File: src/rtl/membus_pkg.sv
// Shared types of the memory bus cycle engine.
package membus_pkg;

    typedef enum logic [2:0] {
        OP_RD   = 3'd0,
        OP_WR   = 3'd1,
        OP_FILL = 3'd2,
        OP_SRD  = 3'd3,
        OP_SWR  = 3'd4
    } op_e;

    typedef enum logic [2:0] {
        ST_IDLE,
        ST_FETCH,
        ST_SETUP,
        ST_STROBE,
        ST_HOLD
    } state_e;

endpackage

File: src/rtl/membus_delay.sv
// Down counter that times the address setup and strobe widths.
// Assumes the load value is at most 2^CNT_W-1. It sits at zero when not loaded.
module membus_delay #(
    parameter int CNT_W = 2
) (
    input  logic             clk,
    input  logic             rst_n,
    input  logic             load,
    input  logic [CNT_W-1:0] load_val,
    output logic             expired
);

    logic [CNT_W-1:0] cnt_q;

    // Load a new interval, or count toward zero.
    always_ff @(posedge clk) begin
        if (!rst_n)
            cnt_q <= '0;
        else if (load)
            cnt_q <= load_val;
        else if (cnt_q != '0)
            cnt_q <= cnt_q - CNT_W'(1);
    end

    assign expired = (cnt_q == '0);

endmodule

File: src/rtl/membus_addr_seq.sv
// Address register and remaining-byte counter for one command.
// Assumes load and step are never high together. Steps wrap modulo 2^ADDR_W.
module membus_addr_seq #(
    parameter int ADDR_W = 19,
    parameter int LEN_W  = 8
) (
    input  logic              clk,
    input  logic              rst_n,
    input  logic              load,
    input  logic [ADDR_W-1:0] load_addr,
    input  logic [LEN_W-1:0]  load_len,
    input  logic              step,
    output logic [ADDR_W-1:0] addr,
    output logic              last
);

    logic [LEN_W-1:0] rem_q;

    // Take the start address and count, then advance one byte per step.
    always_ff @(posedge clk) begin
        if (!rst_n) begin
            addr  <= '0;
            rem_q <= '0;
        end else if (load) begin
            addr  <= load_addr;
            rem_q <= load_len;
        end else if (step) begin
            addr  <= addr + ADDR_W'(1);
            rem_q <= rem_q - LEN_W'(1);
        end
    end

    assign last = (rem_q == LEN_W'(1));

endmodule

File: src/rtl/membus_engine.sv
// Memory bus cycle engine: runs single, fill and stream byte accesses on an
// asynchronous bus with active-low request, read and write strobes.
// Assumes the bus is already granted and that memory needs no wait states.
// Timing parameters are in clock cycles and must each be at least 1.
module membus_engine #(
    parameter int ADDR_W     = 19,
    parameter int DATA_W     = 8,
    parameter int LEN_W      = 8,
    parameter int SETUP_CYC  = 1,
    parameter int RD_LOW_CYC = 3,
    parameter int WR_LOW_CYC = 2
) (
    input  logic              clk,
    input  logic              rst_n,
    input  logic              cmd_valid,
    output logic              cmd_ready,
    input  logic [2:0]        cmd_op,
    input  logic [ADDR_W-1:0] cmd_addr,
    input  logic [LEN_W-1:0]  cmd_len,
    input  logic [DATA_W-1:0] cmd_data,
    input  logic              wr_valid,
    output logic              wr_ready,
    input  logic [DATA_W-1:0] wr_data,
    output logic              rd_valid,
    output logic [DATA_W-1:0] rd_data,
    output logic              busy,
    output logic [ADDR_W-1:0] bus_addr,
    output logic              bus_mreq_n,
    output logic              bus_rd_n,
    output logic              bus_wr_n,
    output logic [DATA_W-1:0] bus_dout,
    output logic              bus_doe,
    input  logic [DATA_W-1:0] bus_din
);
    import membus_pkg::*;

    localparam int MAX_A   = (SETUP_CYC > RD_LOW_CYC) ? SETUP_CYC : RD_LOW_CYC;
    localparam int MAX_CYC = (MAX_A > WR_LOW_CYC) ? MAX_A : WR_LOW_CYC;
    localparam int CNT_W   = $clog2(MAX_CYC + 1);

    state_e            state_q;
    op_e               op_q;
    logic              accept, op_known, op_single, op_read, start;
    logic [LEN_W-1:0]  len_eff;
    logic              tmr_load, tmr_expired;
    logic [CNT_W-1:0]  tmr_val;
    logic              seq_step, seq_last;

    // Decode the offered command.
    always_comb begin
        accept    = cmd_valid && cmd_ready;
        op_known  = (cmd_op <= 3'd4);
        op_single = (cmd_op == OP_RD) || (cmd_op == OP_WR);
        op_read   = (cmd_op == OP_RD) || (cmd_op == OP_SRD);
        len_eff   = op_single ? LEN_W'(1) : cmd_len;
        start     = accept && op_known && (len_eff != '0);
    end

    // Choose when the delay counter restarts, and with which interval.
    always_comb begin
        tmr_load = 1'b0;
        tmr_val  = CNT_W'(SETUP_CYC - 1);
        seq_step = 1'b0;
        unique case (state_q)
            ST_IDLE:   tmr_load = start && (cmd_op != OP_SWR);
            ST_FETCH:  tmr_load = wr_valid;
            ST_SETUP: begin
                tmr_load = tmr_expired;
                tmr_val  = (op_q == OP_RD || op_q == OP_SRD) ?
                           CNT_W'(RD_LOW_CYC - 1) : CNT_W'(WR_LOW_CYC - 1);
            end
            ST_HOLD: begin
                seq_step = !seq_last;
                tmr_load = !seq_last && (op_q != OP_SWR);
            end
            default: ;
        endcase
    end

    membus_delay #(.CNT_W(CNT_W)) u_delay (
        .clk      (clk),
        .rst_n    (rst_n),
        .load     (tmr_load),
        .load_val (tmr_val),
        .expired  (tmr_expired)
    );

    membus_addr_seq #(.ADDR_W(ADDR_W), .LEN_W(LEN_W)) u_seq (
        .clk       (clk),
        .rst_n     (rst_n),
        .load      (start),
        .load_addr (cmd_addr),
        .load_len  (len_eff),
        .step      (seq_step),
        .addr      (bus_addr),
        .last      (seq_last)
    );

    // Sequence request, strobes, data enable and read return.
    always_ff @(posedge clk) begin
        if (!rst_n) begin
            state_q    <= ST_IDLE;
            op_q       <= OP_RD;
            bus_mreq_n <= 1'b1;
            bus_rd_n   <= 1'b1;
            bus_wr_n   <= 1'b1;
            bus_doe    <= 1'b0;
            bus_dout   <= '0;
            rd_valid   <= 1'b0;
            rd_data    <= '0;
        end else begin
            rd_valid <= 1'b0;
            unique case (state_q)
                ST_IDLE: if (start) begin
                    op_q       <= op_e'(cmd_op);
                    bus_mreq_n <= 1'b0;
                    bus_doe    <= !op_read;
                    bus_dout   <= cmd_data;
                    state_q    <= (cmd_op == OP_SWR) ? ST_FETCH : ST_SETUP;
                end
                ST_FETCH: if (wr_valid) begin
                    bus_dout <= wr_data;
                    state_q  <= ST_SETUP;
                end
                ST_SETUP: if (tmr_expired) begin
                    if (op_q == OP_RD || op_q == OP_SRD)
                        bus_rd_n <= 1'b0;
                    else
                        bus_wr_n <= 1'b0;
                    state_q <= ST_STROBE;
                end
                ST_STROBE: if (tmr_expired) begin
                    bus_rd_n <= 1'b1;
                    bus_wr_n <= 1'b1;
                    if (!bus_rd_n) begin
                        rd_valid <= 1'b1;
                        rd_data  <= bus_din;
                    end
                    state_q <= ST_HOLD;
                end
                ST_HOLD: begin
                    if (seq_last) begin
                        bus_mreq_n <= 1'b1;
                        bus_doe    <= 1'b0;
                        state_q    <= ST_IDLE;
                    end else begin
                        state_q <= (op_q == OP_SWR) ? ST_FETCH : ST_SETUP;
                    end
                end
                default: state_q <= ST_IDLE;
            endcase
        end
    end

    assign busy      = (state_q != ST_IDLE);
    assign cmd_ready = !busy;
    assign wr_ready  = (state_q == ST_FETCH);

    // Strobes are exclusive and stay inside the request frame.
    p_strobe_excl_r4: assert property (@(posedge clk) disable iff (!rst_n)
        !(!bus_rd_n && !bus_wr_n));
    p_strobe_in_mreq_r4: assert property (@(posedge clk) disable iff (!rst_n)
        (!bus_rd_n || !bus_wr_n) |-> !bus_mreq_n);

    // The address cannot move under a low strobe or at its rising edge.
    p_addr_hold_r11: assert property (@(posedge clk) disable iff (!rst_n)
        (!bus_rd_n || !bus_wr_n) |=> $stable(bus_addr));

    // Inside one request frame the address only advances by one.
    p_addr_step_r5: assert property (@(posedge clk) disable iff (!rst_n)
        (!bus_mreq_n && !$past(bus_mreq_n) && (bus_addr != $past(bus_addr)))
        |-> (bus_addr == $past(bus_addr) + ADDR_W'(1)));

    // Fill data never changes inside the frame.
    p_fill_data_r6: assert property (@(posedge clk) disable iff (!rst_n)
        (op_q == OP_FILL && !bus_mreq_n && !$past(bus_mreq_n)) |-> $stable(bus_dout));

    // The data driver is on only inside a frame of a write-type command.
    p_oe_write_only_r8: assert property (@(posedge clk) disable iff (!rst_n)
        bus_doe |-> (!bus_mreq_n && bus_rd_n && op_q != OP_RD && op_q != OP_SRD));

    // A request frame is always covered by busy.
    p_busy_cover_r10: assert property (@(posedge clk) disable iff (!rst_n)
        !bus_mreq_n |-> busy);

    // Read data is returned exactly when the read strobe rises.
    p_rdvalid_edge_r2: assert property (@(posedge clk) disable iff (!rst_n)
        rd_valid |-> $rose(bus_rd_n));

    // Request rises only after both strobes are already high.
    p_mreq_rise_r3: assert property (@(posedge clk) disable iff (!rst_n)
        $rose(bus_mreq_n) |-> ($past(bus_rd_n) && $past(bus_wr_n)));

    // Empty range commands leave the bus idle.
    p_zero_len_r9: assert property (@(posedge clk) disable iff (!rst_n)
        (accept && (cmd_op == OP_FILL || cmd_op == OP_SRD || cmd_op == OP_SWR)
         && cmd_len == '0) |=> (bus_mreq_n && !busy));

    // Unknown codes leave the bus idle.
    p_bad_op_r12: assert property (@(posedge clk) disable iff (!rst_n)
        (accept && cmd_op > 3'd4) |=> (bus_mreq_n && !busy));

endmodule

File: config.mk
export PLATFORM = sky130hd
export DESIGN_NAME = membus_engine
export DESIGN_NICKNAME = d
export VERILOG_FILES = /design/src/rtl/membus_pkg.sv /design/src/rtl/membus_delay.sv /design/src/rtl/membus_addr_seq.sv /design/src/rtl/membus_engine.sv
export SDC_FILE = /design/constraint.sdc
export NUM_CORES = 1
export LEC_CHECK = 0
export BUFFER_PORTS_ARGS = -buffer_cell sky130_fd_sc_hd__buf_2
export CORE_MARGIN = 3
export CORE_UTILIZATION = 50
export CTS_CLUSTER_SIZE = 28
export DETAILED_ROUTE_END_ITERATION = 16
export HOLD_SLACK_MARGIN = 0.06
export PLACE_DENSITY_LB_ADDON = 0.15
export SYNTH_ARGS = -nofsm -noshare
export SYNTH_HDL_FRONTEND = slang
export SYNTH_SLANG_ARGS = --single-unit
File: constraint.sdc
create_clock -name clk -period 3.05 [get_ports clk]
set_input_delay 0.1525 -clock clk [delete_from_list [all_inputs] [get_ports clk]]
set_output_delay 0.1525 -clock clk [all_outputs]
set_load 0.005 [all_outputs]
# == Word level (Yosys, flattened, before mapping) ==
# Cells that the tools add are included.
# Widths: inputs -> output; s select.
# totals
n_memories,0
ramBits,0
out_inout_bits,43
word_cells,103
mem_bits_ro,0
latchBits,0
input_bits,58
reg_bits,56
# classes
n_lt_le_gt_ge,1
mul,0
n_bitwise,1
n_mux,36
reduce_logical,31
n_div,0
addsub,3
eq_ne,19
n_shift,0
# op_table
cell,n
$mux 8,5
$mux 19,2
$add 19x1->19 const B,1
$pmux 8 s2,1
$pmux 3 s5,1
$mux 2,7
$ne 2x2->1 const B,7
$eq 3x2->1 const B,4
$mux 3,4
$reduce_and 3->1,4
$reduce_and 4->1,3
$reduce_bool 2->1,6
$mux 1,11
$eq 3x3->1 const B,3
$logic_not 3->1,3
$eq 8x1->1 const B,1
$pmux 1 s2,4
$reduce_bool 8->1,1
$sub 8x1->8 const B,1
$eq 3x1->1 const B,2
$ne 3x3->1 const B,2
$logic_and 1x1->1,5
$pmux 1 s4,1
$le 3x3->1 const B,1
other kinds (7),11

# == Longest topological paths before layout ==
# depth
ltp_word,8
ltp_mapped,8
ltp_nobuf,7

# == Cells and area by module ==
# A second synthesis with hierarchy kept.
# hier_totals
cells_unflattened,347
hier_area_um2,2977.9
# modules_own_cells
mod,area_per_inst_um2,instances,cells_per_inst
membus_addr_seq,1485.2,1,177
membus_engine,1368.8,1,157
membus_delay,123.9,1,13

# == Worst setup path before layout ==
# No wires, ideal clock.
# synth_timing
kind,register -> register
from,reg state_q[0]
to,reg u_seq.rem_q[5]
path_stages_with_launch,7
arrival_ps,2027
setup_slack_ps,949
setup_ps,74
path_cell_list,dfxtp_1 -> buf_6 -> or3b_1 -> or4_4 -> or3_1 -> or3_1 -> a31oi_1
# synth_via
elab_chain_len,6
word_cells_on_any_way,9
cone_classes,eq/ne (1); mux (2); reduce/logical (6)
# synth_rtl
item,line,text
from (decl),membus_engine.sv:41,state_e state_q;
from (signal assigned),membus_engine.sv:119,state_q <= (cmd_op == OP_SWR) ? ST_FETCH : ST_SETUP;
from (signal assigned),membus_engine.sv:147,state_q <= (op_q == OP_SWR) ? ST_FETCH : ST_SETUP;
$reduce_bool 3->1,membus_engine.sv:155,assign busy = (state_q != ST_IDLE);
$logic_not 1->1,membus_engine.sv:156,assign cmd_ready = !busy;
$logic_and 1x1->1,membus_engine.sv:51,accept = cmd_valid && cmd_ready;
$logic_and 1x1->1 (2 in a row),membus_engine.sv:56,start = accept && op_known && (len_eff != '0);
$mux 8 / $reduce_bool 2->1 (equally long branches),--,
to (signal assigned),membus_addr_seq.sv:26,rem_q <= load_len;
to (signal assigned),membus_addr_seq.sv:29,rem_q <= rem_q - LEN_W'(1);
to (decl),membus_addr_seq.sv:17,logic [LEN_W-1:0] rem_q;
# Several ways; a longest one is shown, not always the timed one.
# A chain may end at the register's enable or synchronous reset.

==> results_dict.tcl <==
set metrics [dict create \
    grt_pass1_vias 2517 \
    drv_slew 0 \
    synth_cells 344 \
    yosysUniqueCellTypes 49 \
    grt_max_degree 28 \
    syn_area_sq_um 2830 \
    cts_tree "done" \
    cts_resized 0 \
    cts_max_path_buffers 2 \
    max_freq_ghz 0.419 \
    ys.flop_type "dfxtp_1" \
    start_kind "flip-flop" \
    gr-total-overflow 0 \
    power_mw 2.12 \
    ios 101 \
    hp-class "in -> reg" \
    tns_ns 0 \
    routed_wl_mm 7.09 \
    nets 499 \
    place_inst 500 \
    die-area_sq_um 6600 \
    num_rows 26 \
    clockRootBuffer "clkbuf_8" \
    final_util 0.655 \
    min_period_ns 2.38 \
    synth.most_common_cell "dfxtp_1" \
    die_y_um 81.3 \
    die_width_um 81.3 \
    crit_type "reg -> reg" \
    postRouteAntennaNets 0 \
    max_slew_margin 0.294 \
    drt_iter0_drc 158 \
    yosysTopAreaCell "dfxtp_1" \
    cts_buffers 5 \
    power.leakage_nw 1.44 \
    initial_utilization 0.534 \
    insertion_delay_ns 0.31 \
    vias 2797 \
    synth_area_leaders "dfxtp_1 (40%), mux2i_1 (6.0%), a21oi_1 (5.5%), nor2_1 (4.6%), xnor2_1 (4.0%)" \
    synth-seq-area-share 0.396 \
    globalplace.congestion 0.933 \
    drtPass1Iterations 4 \
    diodes 0 \
    vias_per_cell 5.51 \
    cts_num_sinks 56 \
    drcViolationCount 0 \
    fin_crit_sh 0.782 \
    cts_setup_buffers 0 \
    syn_nets 406 \
    crit_required_ns 3.28 \
    ys_seq_elements 56 \
    synth_top_area_share 0.396 \
    grt_pass1_wl_mm 11.4 \
    setup_viol_count_final 0 \
    skew_ns 0.00459 \
    layoutNonFillerInstCount 508 \
    status "finished clean" \
    synth-async-reset-ratio 0 \
    dp_hpwl_mm 5.32 \
    synthTopCellsByCount "dfxtp_1 (56), nor2_1 (35), a21oi_1 (31)" \
    cp-end-kind "flip-flop" \
    grt_setup_unrepaired "no" \
    vdd_drop_max_mv 0.385 \
    port_buffers 100 \
    core_sq_um 5300 \
    wl_per_cell_um 14.0 \
    power.density_nw_per_um2 611 \
    critical_path_arrival_ns 2.62 \
    synth.avg_cell_area_sq_um 8.23 \
    synth-edff-count 0 \
    areaGrowthSynthToFinish_pct 22.6 \
    hold_viol_final 0 \
    clk_pin_slew_ns 0.10 \
    htreeDepth 2 \
    drive_above_1_share 0.276 \
    yosysWarnings 0 \
    cp_max_fo 8 \
    maxCapViolCount 0 \
    antenna_found_initial 0 \
    max_slew.worst_pin.slew_ns 1.05 \
    cts_hold_buffers 0 \
    track_usage 0.218 \
]
-- final cells by class --
class | instances | area, sq um
clock inverter | 2 | 13.8
timing repair buffer | 106 | 546
multi-input combinational | 257 | 1580
clock buffer | 6 | 82.6
sequential | 56 | 1120
fill | 478 | 1830
tap | 70 | 87.6
inverter | 11 | 41.3
-- registers in the layout, indices dropped and copies added (netlist names) --
signal	count
state_q	3
bus_mreq_n	1
rd_data	8
u_delay.cnt_q	2
bus_dout	8
rd_valid	1
bus_rd_n	1
u_seq.addr	19
bus_doe	1
u_seq.rem_q	8
op_q	3
bus_wr_n	1
-- layout by cell type, fill, tap and decap left out, types with 2 or more instances in the layout --
master     netlist  layout
xor2_1           5       5
xnor2_1         13      13
o311a_1          2       2
mux2i_1         17      17
clkbuf_8         0       6
buf_2            0     100
a21o_1           2       2
nor2_1          35      35
or3_1            4       4
and2_1           2       2
a2bb2oi_1        3       3
nor3_1          16      16
a31oi_1          2       2
a221oi_1         2       2
nor2b_1          2       2
a41oi_1          2       2
nor3b_1          5       4
nand4_1          3       3
nand3_1         15      15
o21ai_1          2       2
and4_1           2       2
dfxtp_1         56      56
or2_2            2       2
or4_1            3       3
o21ai_0         20      20
nand2_1         28      28
buf_4            1       6
inv_1           10      10
a211oi_1        13      13
ha_1             4       4
and3_1           3       3
o211ai_1         4       4
a21oi_1         31      31
-- metrics by stage --
stage | cell area (sq um) | worst slack (ns) | hold WS [ns]
after floorplan | 2830 | 0.949 | 0.288
after global placement | 3380 | 0.705 | 0.386
after detailed placement | 3380 | 0.687 | 0.398
after CTS | 3470 | 0.683 | 0.0699
after global routing | 3470 | 0.536 | 0.0745
final | 3470 | 0.665 | 0.0751
-- report_power, final --
part           internal, mW  switching (mW)  total (mW)
logic                 0.328           0.388       0.716
clock network         0.186           0.244       0.430
registers             0.852           0.122       0.974
-- final timing paths --
kind | start | to | slack, ns | cells after the start
setup / recovery | u_seq.rem_q[0] | bus_wr_n | 0.67 | 6
hold / removal | bus_din[2] | rd_data[2] | 0.08 | 3
setup reg to reg | u_seq.rem_q[0] | bus_wr_n | 0.67 | 6
hold reg to reg | op_q[0] | op_q[0] | 0.48 | 2
-- cell families after synthesis --
group	synth area share
adders and majority gates	0.0177
AOI/OAI and AO/OA	0.200
muxes	0.0641
DFF	0.396
and+or+nand+nor	0.219
xor gates and xnor gates	0.0557
buffers and inverters	0.0477
-- per-layer routing --
metal	wire length, um	up-vias	global-route usage
met2	3400	94	0.369
met3	452	5	0.0366
li1	-	1423	-
met1	3210	1275	0.291
met4	33	0	0.0473
met5	0	-	0
-- worst max-delay path, cell delays in order, from the launching register on --
cell	delay [ns]
dfxtp_1	0.43
ha_1	0.18
or3b_2	0.54
o21ai_1	0.50
a2bb2oi_1	0.28
a211oi_1	0.13
a41oi_1	0.25
(Power assumes the default switching activity.)
